### config.mk
export PLATFORM = sky130hd
export DESIGN_NAME = scan_apply_ctrl
export DESIGN_NICKNAME = d
export VERILOG_FILES = /design/src/rtl/scan_ctrl_pkg.sv /design/src/rtl/scan_tick_gen.sv /design/src/rtl/scan_seq.sv /design/src/rtl/scan_cmp.sv /design/src/rtl/scan_apply_ctrl.sv
export SDC_FILE = /design/constraint.sdc
export NUM_CORES = 1
export LEC_CHECK = 0
export BUFFER_PORTS_ARGS = -buffer_cell sky130_fd_sc_hd__buf_2
export CORE_ASPECT_RATIO = 1.5
export CORE_MARGIN = 5
export CORE_UTILIZATION = 54
export CTS_CLUSTER_DIAMETER = 50
export DETAILED_ROUTE_END_ITERATION = 10
export MAX_ROUTING_LAYER = met4
export PLACE_DENSITY = 0.8
export SYNTH_ARGS = -nofsm -noshare
export SYNTH_HDL_FRONTEND = slang
export SYNTH_HIERARCHICAL = 1
export SYNTH_SLANG_ARGS = --single-unit
### constraint.sdc
create_clock -name clk -period 3.4 [get_ports clk]
set_input_delay 0.68 -clock clk [delete_from_list [all_inputs] [get_ports clk]]
set_output_delay 0.68 -clock clk [all_outputs]
set_load 0.005 [all_outputs]
### src/rtl/scan_ctrl_pkg.sv
package scan_ctrl_pkg;
   typedef enum logic [1:0] {
      MODE_STUCK = 2'd0,
      MODE_LOC   = 2'd1,
      MODE_LOS   = 2'd2,
      MODE_FLUSH = 2'd3
   } test_mode_e;

   typedef enum logic [2:0] {
      PH_IDLE,
      PH_SHIFT,
      PH_LAUNCH,
      PH_CAPT,
      PH_DONE
   } phase_e;
endpackage

### src/rtl/scan_tick_gen.sv
module scan_tick_gen #(
   parameter int DIV = 4
) (
   input  logic clk,
   input  logic rst_n,
   input  logic active,
   input  logic fast,
   output logic tick
);
   generate
      if (DIV < 1) begin : g_bad_div
         $error("scan_tick_gen: DIV must be at least 1");
      end
      if (DIV == 1) begin : g_nodiv
         assign tick = active;
      end else begin : g_div
         localparam int CW = $clog2(DIV);
         logic [CW-1:0] cnt;

         assign tick = active && (fast || cnt == CW'(DIV - 1));

         always_ff @(posedge clk) begin
            if (!rst_n)              cnt <= '0;
            else if (!active || tick) cnt <= '0;
            else                      cnt <= cnt + CW'(1);
         end

         // two slow steps never fall in adjacent cycles
         assert_slow_gap_R3: assert property (@(posedge clk) disable iff (!rst_n)
            (tick && !fast) |=> !(tick && !fast));
      end
   endgenerate
endmodule

### src/rtl/scan_seq.sv
module scan_seq
   import scan_ctrl_pkg::*;
#(
   parameter int L  = 16,
   parameter int PW = 8,
   localparam int BW = (L > 1) ? $clog2(L) : 1
) (
   input  logic          clk,
   input  logic          rst_n,
   input  logic          start,
   input  logic [1:0]    mode,
   input  logic [PW-1:0] pat_num,
   input  logic          tick,
   output logic          accept,
   output logic          active,
   output logic          busy,
   output logic          done,
   output logic          scan_en,
   output logic          fast,
   output logic          unload,
   output logic          flush_on,
   output logic          flush_bit,
   output logic          flush_exp,
   output logic          cmp_en,
   output logic [PW-1:0] pat_idx,
   output logic [BW-1:0] bit_idx
);
   localparam logic [BW-1:0] LAST = BW'(L - 1);

   phase_e        phase;
   test_mode_e    mode_q;
   logic [PW-1:0] n_q;
   logic [PW-1:0] pat;
   logic [BW-1:0] bitc;
   logic [BW:0]   fl_cnt;
   logic          unl;
   logic [BW:0]   bit_ext;

   assign accept    = start && (phase == PH_IDLE);
   assign active    = (phase == PH_SHIFT) || (phase == PH_LAUNCH) || (phase == PH_CAPT);
   assign busy      = active;
   assign done      = (phase == PH_DONE);
   assign scan_en   = (phase == PH_SHIFT);
   assign unload    = unl;
   assign flush_on  = (mode_q == MODE_FLUSH);
   assign flush_bit = fl_cnt[1];
   assign bit_ext   = {1'b0, bitc};
   assign flush_exp = bit_ext[1];
   assign pat_idx   = pat;
   assign bit_idx   = bitc;
   assign cmp_en    = tick && (phase == PH_SHIFT) &&
                      (unl || (mode_q != MODE_FLUSH && pat != '0));

   always_comb begin
      case (mode_q)
         MODE_LOC: fast = (phase == PH_LAUNCH) || (phase == PH_CAPT);
         MODE_LOS: fast = (phase == PH_CAPT) ||
                          ((phase == PH_SHIFT) && !unl && (bitc == LAST));
         default:  fast = 1'b0;
      endcase
   end

   always_ff @(posedge clk) begin
      if (!rst_n) begin
         phase  <= PH_IDLE;
         mode_q <= MODE_STUCK;
         n_q    <= '0;
         pat    <= '0;
         bitc   <= '0;
         unl    <= 1'b0;
         fl_cnt <= '0;
      end else begin
         case (phase)
            PH_IDLE: begin
               if (start) begin
                  mode_q <= test_mode_e'(mode);
                  n_q    <= pat_num;
                  pat    <= '0;
                  bitc   <= '0;
                  unl    <= 1'b0;
                  fl_cnt <= '0;
                  if (test_mode_e'(mode) != MODE_FLUSH && pat_num == '0)
                     phase <= PH_DONE;
                  else
                     phase <= PH_SHIFT;
               end
            end
            PH_SHIFT: begin
               if (tick) begin
                  fl_cnt <= fl_cnt + (BW+1)'(1);
                  if (bitc == LAST) begin
                     bitc <= '0;
                     if (unl)                       phase <= PH_DONE;
                     else if (mode_q == MODE_FLUSH) unl   <= 1'b1;
                     else if (mode_q == MODE_LOC)   phase <= PH_LAUNCH;
                     else                           phase <= PH_CAPT;
                  end else begin
                     bitc <= bitc + BW'(1);
                  end
               end
            end
            PH_LAUNCH: begin
               if (tick) phase <= PH_CAPT;
            end
            PH_CAPT: begin
               if (tick) begin
                  pat <= pat + PW'(1);
                  if (pat + PW'(1) == n_q) unl <= 1'b1;
                  phase <= PH_SHIFT;
               end
            end
            PH_DONE:  phase <= PH_IDLE;
            default:  phase <= PH_IDLE;
         endcase
      end
   end

   assert_launch_capt_R4: assert property (@(posedge clk) disable iff (!rst_n)
      (phase == PH_LAUNCH && tick) |=> (phase == PH_CAPT && fast));

   assert_capt_shift_R2: assert property (@(posedge clk) disable iff (!rst_n)
      (phase == PH_CAPT && tick) |=> scan_en);

   assert_done_idle_R8: assert property (@(posedge clk) disable iff (!rst_n)
      done |=> (!busy && !done && !scan_en));

   assert_bit_range_R2: assert property (@(posedge clk) disable iff (!rst_n)
      bitc <= LAST);
endmodule

### src/rtl/scan_cmp.sv
module scan_cmp #(
   parameter int C = 4
) (
   input  logic         clk,
   input  logic         rst_n,
   input  logic         clr,
   input  logic         cmp_en,
   input  logic         flush_on,
   input  logic         flush_exp,
   input  logic [C-1:0] scan_out,
   input  logic [C-1:0] exp_bits,
   output logic         fail
);
   logic [C-1:0] want;

   assign want = flush_on ? {C{flush_exp}} : exp_bits;

   always_ff @(posedge clk) begin
      if (!rst_n)                          fail <= 1'b0;
      else if (clr)                        fail <= 1'b0;
      else if (cmp_en && scan_out != want) fail <= 1'b1;
   end

   assert_fail_sticky_R6: assert property (@(posedge clk) disable iff (!rst_n)
      (fail && !clr) |=> fail);
endmodule

### src/rtl/scan_apply_ctrl.sv
module scan_apply_ctrl #(
   parameter int NUM_CHAINS = 4,
   parameter int CHAIN_LEN  = 16,
   parameter int MAX_PAT    = 255,
   parameter int SLOW_DIV   = 4,
   localparam int PW = $clog2(MAX_PAT + 1),
   localparam int BW = (CHAIN_LEN > 1) ? $clog2(CHAIN_LEN) : 1
) (
   input  logic                  clk,
   input  logic                  rst_n,
   input  logic                  start,
   input  logic [1:0]            mode,
   input  logic [PW-1:0]         pat_num,
   input  logic [NUM_CHAINS-1:0] stim_bits,
   input  logic [NUM_CHAINS-1:0] exp_bits,
   input  logic [NUM_CHAINS-1:0] scan_out,
   output logic                  scan_en,
   output logic [NUM_CHAINS-1:0] scan_in,
   output logic                  clk_en,
   output logic                  at_speed,
   output logic [PW-1:0]         pat_idx,
   output logic [BW-1:0]         bit_idx,
   output logic                  busy,
   output logic                  done,
   output logic                  fail
);
   generate
      if (CHAIN_LEN < 2) begin : g_bad_len
         $error("scan_apply_ctrl: CHAIN_LEN must be at least 2");
      end
      if (NUM_CHAINS < 1) begin : g_bad_chains
         $error("scan_apply_ctrl: NUM_CHAINS must be at least 1");
      end
      if (MAX_PAT < 1) begin : g_bad_pat
         $error("scan_apply_ctrl: MAX_PAT must be at least 1");
      end
   endgenerate

   logic accept, active, fast, tick, unload;
   logic flush_on, flush_bit, flush_exp, cmp_en;

   scan_tick_gen #(.DIV(SLOW_DIV)) u_tick (
      .clk    (clk),
      .rst_n  (rst_n),
      .active (active),
      .fast   (fast),
      .tick   (tick)
   );

   scan_seq #(.L(CHAIN_LEN), .PW(PW)) u_seq (
      .clk       (clk),
      .rst_n     (rst_n),
      .start     (start),
      .mode      (mode),
      .pat_num   (pat_num),
      .tick      (tick),
      .accept    (accept),
      .active    (active),
      .busy      (busy),
      .done      (done),
      .scan_en   (scan_en),
      .fast      (fast),
      .unload    (unload),
      .flush_on  (flush_on),
      .flush_bit (flush_bit),
      .flush_exp (flush_exp),
      .cmp_en    (cmp_en),
      .pat_idx   (pat_idx),
      .bit_idx   (bit_idx)
   );

   scan_cmp #(.C(NUM_CHAINS)) u_cmp (
      .clk       (clk),
      .rst_n     (rst_n),
      .clr       (accept),
      .cmp_en    (cmp_en),
      .flush_on  (flush_on),
      .flush_exp (flush_exp),
      .scan_out  (scan_out),
      .exp_bits  (exp_bits),
      .fail      (fail)
   );

   always_comb begin
      if (!scan_en)      scan_in = '0;
      else if (flush_on) scan_in = {NUM_CHAINS{flush_bit}};
      else if (unload)   scan_in = '0;
      else               scan_in = stim_bits;
   end

   assign clk_en   = tick;
   assign at_speed = fast;
endmodule

# Yosys cells after proc, flatten, opt, wreduce, memory -nomap -nowiden
# Cells that the tools add are included.
[classes]
n_addsub = 4
eq_ne = 20
mux = 33
n_bitwise = 1
reduce_logical = 31
[ops]
columns = ["operator", "count"]
rows = [
  ["two-way mux 4 bit", 7],
  ["two-way mux 3 bit", 8],
  ["two-way mux 8 bit", 2],
  ["one-hot mux 8 bit (2 select lines)", 1],
  ["one-hot mux 3 bit (4 select lines)", 1],
  ["AND reduction 6 bit", 2],
  ["two-way mux 5 bit", 2],
  ["one-hot mux 5 bit (2 select lines)", 1],
  ["logical AND 1 bit", 9],
  ["adder 8 x 1 -> 8 bit, second input constant", 1],
  ["== test 8 bit", 1],
  ["logical NOT 8 bit", 1],
  ["two-way mux 1 bit", 8],
  ["!= test 2 x 1 -> 1 bit, second input constant", 4],
  ["!= test 2 bit, second input constant", 4],
  ["one-hot mux 4 bit (2 select lines)", 1],
  ["nonzero test 8 bit", 1],
  ["logical OR 1 bit", 7],
  ["== test 2 bit, second input constant", 3],
  ["== test 3 x 2 -> 1 bit, second input constant", 2],
  ["AND reduction 3 bit", 2],
  ["adder 5 x 1 -> 5 bit, second input constant", 1],
  ["adder 4 x 1 -> 4 bit, second input constant", 1],
  ["== test 4 bit, second input constant", 1],
  ["15 further kinds", 18],
]
[totals]
regBits = 34
in_bits = 25

# Depth between registers and ports, before layout
[logic_depth]
word_depth = 10
mapped_depth = 12
ltp_nobuf = 11

# Modules after synthesis
# Netlist, hierarchy kept.
[modules_own_cells]
columns = ["mod", "n_inst", "cells_per_inst", "area_each_um2", "seq_area_each_um2"]
rows = [
  ["scan_seq", 1, 217, 1732.9, 560.5],
  ["scan_cmp", 1, 16, 125.1, 20.0],
  ["scan_tick_gen", 1, 7, 85.1, 40.0],
  ["scan_apply_ctrl", 1, 10, 52.6, 0.0],
]

# Worst setup path after synthesis
# Ideal clock, no wire load.
[synth_path]
path_type = "register -> register"
from = "register u_seq.bitc[1] (netlist: u_seq/bit_idx[1])"
to = "register u_cmp.fail"
arrival_ns = 2.981
setup_slack_ns = 0.327
stages_incl_launch_ff = 12
n_path_buf = 0
synth_period_minus_slack_ns = 3.073
cell_sequence = "dfxtp_1 ha_1 nand3_1 nor3b_1 nor2_1 a2111oi_0 o21a_1 nand2_1 nor3_1 o21a_1 o211ai_1 nor4_1"
[synth_via]
elab_chain_len = 9
elab_cells_between_ends = 11
[synth_lines]
columns = ["item", "line", "source"]
rows = [
  ["start, declared", "scan_seq.sv:34", "logic [BW-1:0] bitc;"],
  ["start signal, assigned", "scan_seq.sv:98", "bitc <= bitc + BW'(1);"],
  ["== test 4 bit", "scan_seq.sv:58", "((phase == PH_SHIFT) && !unl && (bitc == LAST));"],
  ["logical AND 1 bit", "scan_seq.sv:58", ""],
  ["logical OR 1 bit", "scan_seq.sv:57", "MODE_LOS: fast = (phase == PH_CAPT) ||"],
  ["one-hot mux 1 bit (2 select lines)", "scan_seq.sv:55", "case (mode_q)"],
  ["net at_speed", "scan_apply_ctrl.sv:20", "output logic at_speed,"],
  ["logical OR 1 bit", "scan_tick_gen.sv:20", "assign tick = active && (fast || cnt == CW'(DIV - 1));"],
  ["logical AND 1 bit", "scan_tick_gen.sv:20", ""],
  ["net clk_en", "scan_apply_ctrl.sv:19", "output logic clk_en,"],
  ["logical AND 1 bit (2 in a row)", "scan_seq.sv:51", "assign cmp_en = tick && (phase == PH_SHIFT) &&"],
  ["net cmp_en", "scan_apply_ctrl.sv:40", "logic flush_on, flush_bit, flush_exp, cmp_en;"],
  ["logical AND 1 bit", "scan_cmp.sv:21", "else if (cmp_en && scan_out != want) fail <= 1'b1;"],
  ["end signal, assigned", "scan_cmp.sv:19", "if (!rst_n) fail <= 1'b0;"],
  ["end signal, assigned", "scan_cmp.sv:20", "else if (clr) fail <= 1'b0;"],
  ["end signal, assigned", "scan_cmp.sv:21", ""],
  ["end, declared", "scan_cmp.sv:12", "output logic fail"],
]
# The timed path passes the listed nets, and every way through them passes these cells.
# A chain may end at the register's enable or synchronous reset.

# Worst setup path in the final report
[layout_path]
from = "register u_seq.bitc[1] (netlist: u_seq/bit_idx[1])"
to = "output clk_en"
[layout_via]
elab_chain_len = 6
[layout_lines]
columns = ["item", "line"]
rows = [
  ["== test 4 bit", "scan_seq.sv:58"],
  ["logical AND 1 bit", "scan_seq.sv:58"],
  ["logical OR 1 bit", "scan_seq.sv:57"],
  ["one-hot mux 1 bit (2 select lines)", "scan_seq.sv:55"],
  ["logical OR 1 bit", "scan_tick_gen.sv:20"],
  ["logical AND 1 bit", "scan_tick_gen.sv:20"],
  ["end, declared", "scan_apply_ctrl.sv:19"],
]
# No other way between the ends.

==> flow_metrics.env <==
export IMPL_status="finished clean"
export IMPL_period_share_pct=88.3
export IMPL_cts_repair_resized=0
export IMPL_rr_worst_depth=12
export IMPL_setup_violations=0
export IMPL_dpl_hpwl_um=3900
export IMPL_drive_above_1_share_pct=27.9
export IMPL_yosysWarnings=6
export IMPL_cp_slowest_cell="dfxtp_1"
export IMPL_slew_viol_final=0
export IMPL_rsz0062_at_grt="false"
export IMPL_synth_flop_cell="dfxtp_1"
export IMPL_worst_pin_slew_ns=0.767
export IMPL_core_mm2=0.00361
export IMPL_fmax_mhz=333
export IMPL_clk_latency_ns=0.28
export IMPL_vdd_drop_max_mv=0.301
export IMPL_vias=1964
export IMPL_holdBufCountCts=0
export IMPL_grt_ovfl_total=0
export IMPL_synthToLayoutAreaGrowth_pct=15.0
export IMPL_grt_pass1_wl_um=8050
export IMPL_cts_buffers=5
export IMPL_power_total_uw=894
export IMPL_ff2ff_setup_slack_ns=0.51
export IMPL_synth_seq_cells=31
export IMPL_critPathRequiredTime_ns=2.72
export IMPL_p_leak_nw=0.952
export IMPL_pre_cts_slack_ns=0.556
export IMPL_first_global_vias=1897
export IMPL_slew_limit_headroom_pct=48.8
export IMPL_yosysSeqAreaShare_pct=31.1
export IMPL_hold_depth=1
export IMPL_slowest_delay_ns=0.41
export IMPL_cp_max_fo=7
export IMPL_drc=0
export IMPL_cp_top_family="compound AO/OA/AOI/OAI gates"
export IMPL_fin_nets=325
export IMPL_syn_cell_area_mm2=0.00200
export IMPL_routed_via_density=5.83
export IMPL_syn_avg_cell_area_um2=7.98
export IMPL_grt_antenna_before_repair=0
export IMPL_cts_tree="built"
export IMPL_layout_common_cells="buf_2 (46), dfxtp_1 (31), nand2_1 (29), nor2_1 (17), a21oi_1 (13)"
export IMPL_drtPass1Iterations=4
export IMPL_tns_ns=0
export IMPL_clkTransAtPathRegs_ns=0.06
export IMPL_wl_per_cell_um=14.7
export IMPL_cp_start_kind="flop"
export IMPL_htree_levels=2
export IMPL_async_flop_share_pct=0
export IMPL_start_util_pct=55.2
export IMPL_wl_um=4960
export IMPL_arrival_ns=2.32
export IMPL_fin_area_mm2=0.00230
export IMPL_clock_root_buffer="clkbuf_8"
export IMPL_fin_crit_ns=3.00
export IMPL_grt_start_max_net_pins=21
export IMPL_numPortBuffers=46
export IMPL_fin_hold_ws_ns=0.446
export IMPL_final_hold_violation_count=0
export IMPL_io_pin_count=47
export IMPL_setup_ws_ns=0.397
export IMPL_synth_edff_count=0
export IMPL_synth_fp_nets=282
export IMPL_grt_use_total_pct=21.1
export IMPL_fin_cells=337
export IMPL_dpl_cell_area_mm2=0.00221
export IMPL_final_util_pct=63.5
export IMPL_cp_end_kind="output pin"
export IMPL_synth_cells=250
export IMPL_die_h_um=84.5
export IMPL_r2r_end="u_seq/pat_idx[5]$_SDFFE_PN0P_"
export IMPL_cp_num_buf_inv=2
export IMPL_gp_routability_congestion=0.907
export IMPL_worstHoldStart="u_tick/g_div.cnt[0]$_SDFF_PP0_"
export IMPL_n_antenna_cell=0
export IMPL_cellPowerDensity_mw_per_mm2=389
export IMPL_clk_path_buf_depth=2
export IMPL_final_antenna_net_count=0
export IMPL_postCtsSetupRepairBufs=0
export IMPL_yosysUniqueCellTypes=60
export IMPL_dieArea_mm2=0.00504
export IMPL_drv_cap=0
export IMPL_crit_type="flop to output pin"
export IMPL_place_inst=329
export IMPL_hold_path_class="flop to flop"
export IMPL_rr_startpoint="u_seq/bit_idx[1]$_SDFFE_PN0P_"
export IMPL_hold_end="u_tick/g_div.cnt[0]$_SDFF_PP0_"
export IMPL_fp_row_count=27
export IMPL_crit_chain="ha_1, nand3_1, nor3b_1, nor2_1, a2111oi_0, buf_4, o21a_1, buf_2"
export IMPL_die_x_um=59.6
export IMPL_cts_sinks=31
export IMPL_finClkSkew_ns=0.00489
export IMPL_drt_iter0_drc=109
export IMPL_final_common_cell="buf_2"
## logic make-up (layout without fill, tap and decap cells)
kind of cell / Yosys count / after routing / share of synthesized area [%]
AOI/OAI and AO/OA: 61 / 61 / 20.8
xor gates and xnor gates: 13 / 13 / 5.71
adders and majority gates: 7 / 7 / 4.39
buffers and inverters: 25 / 69 / 6.52
DFF: 31 / 31 / 31.1
muxes: 4 / 4 / 2.19
and+or+nand+nor: 109 / 109 / 29.3
## sequential cells by signal, indices dropped and copies added (netlist names)
register	cells
u_seq/bit_idx	4
u_seq/mode_q	2
u_seq/phase	3
u_seq/pat_idx	8
u_tick/g_div.cnt	2
u_seq/unload	1
u_seq/fl_cnt	2
u_seq/n_q	8
u_cmp/fail	1
## worst max-delay path by stage
| stage | start | endpoint | depth (start not counted) |
|---|---|---|---|
| finish | u_seq/bit_idx[1]$_SDFFE_PN0P_ | clk_en | 8 |
| global route | u_seq/bit_idx[1]$_SDFFE_PN0P_ | u_cmp/fail$_SDFFE_PP0P_ | 13 |
| CTS | u_seq/bit_idx[1]$_SDFFE_PN0P_ | clk_en | 8 |
| detailed placement | u_seq/bit_idx[1]$_SDFFE_PN0P_ | u_seq/pat_idx[5]$_SDFFE_PN0P_ | 12 |
| global placement | u_seq/bit_idx[1]$_SDFFE_PN0P_ | u_seq/pat_idx[5]$_SDFFE_PN0P_ | 12 |
| floorplan | u_seq/bit_idx[1]$_SDFFE_PN0P_ | u_cmp/fail$_SDFFE_PP0P_ | 11 |
## cell usage after synthesis (3+ instances only)
cell	number	area share, %
dfxtp_1	31	31
nand3b_1	3	1.1
and3_1	4	1.3
clkbuf_1	5	0.94
nor4_1	6	1.9
a21oi_1	13	3.3
nand2_2	9	2.8
xor2_1	3	1.3
nand2b_1	5	1.6
o21ai_0	9	2.3
inv_1	10	1.9
nor2_1	17	3.2
xnor2_1	10	4.4
buf_2	3	0.75
nand3_1	10	2.5
o21ai_1	5	1.3
nand2_1	29	5.5
nor3_1	7	1.8
a21o_1	3	1.1
ha_1	7	4.4
a21oi_2	9	4.0
o21a_1	5	1.9
## power by group
part	switching, mW	total (mW)	internal, mW	leakage (nW)
clock network	0.129	0.273	0.143	0.0422
logic	0.121	0.212	0.0907	0.658
registers	0.0259	0.409	0.383	0.252
total	0.276	0.894	0.617	0.952
## layout make-up
class,count,area (µm²)
fill,328,1320
sequential,31,621
clock buffer,7,76.3
tap,43,53.8
inverter,13,50.0
timing repair buffer,48,245
multi-input combinational,194,1240
clock inverter,1,5.00
## layer usage
metal  vias up  wire [µm]  GRT usage, %
li1        969          -             -
met1       885       1810          21.1
met2        92       2660          37.7
met3        18        330          3.69
met4         0        157          9.88
met5         -          0             -
Power figures use the tool's default switching activity.
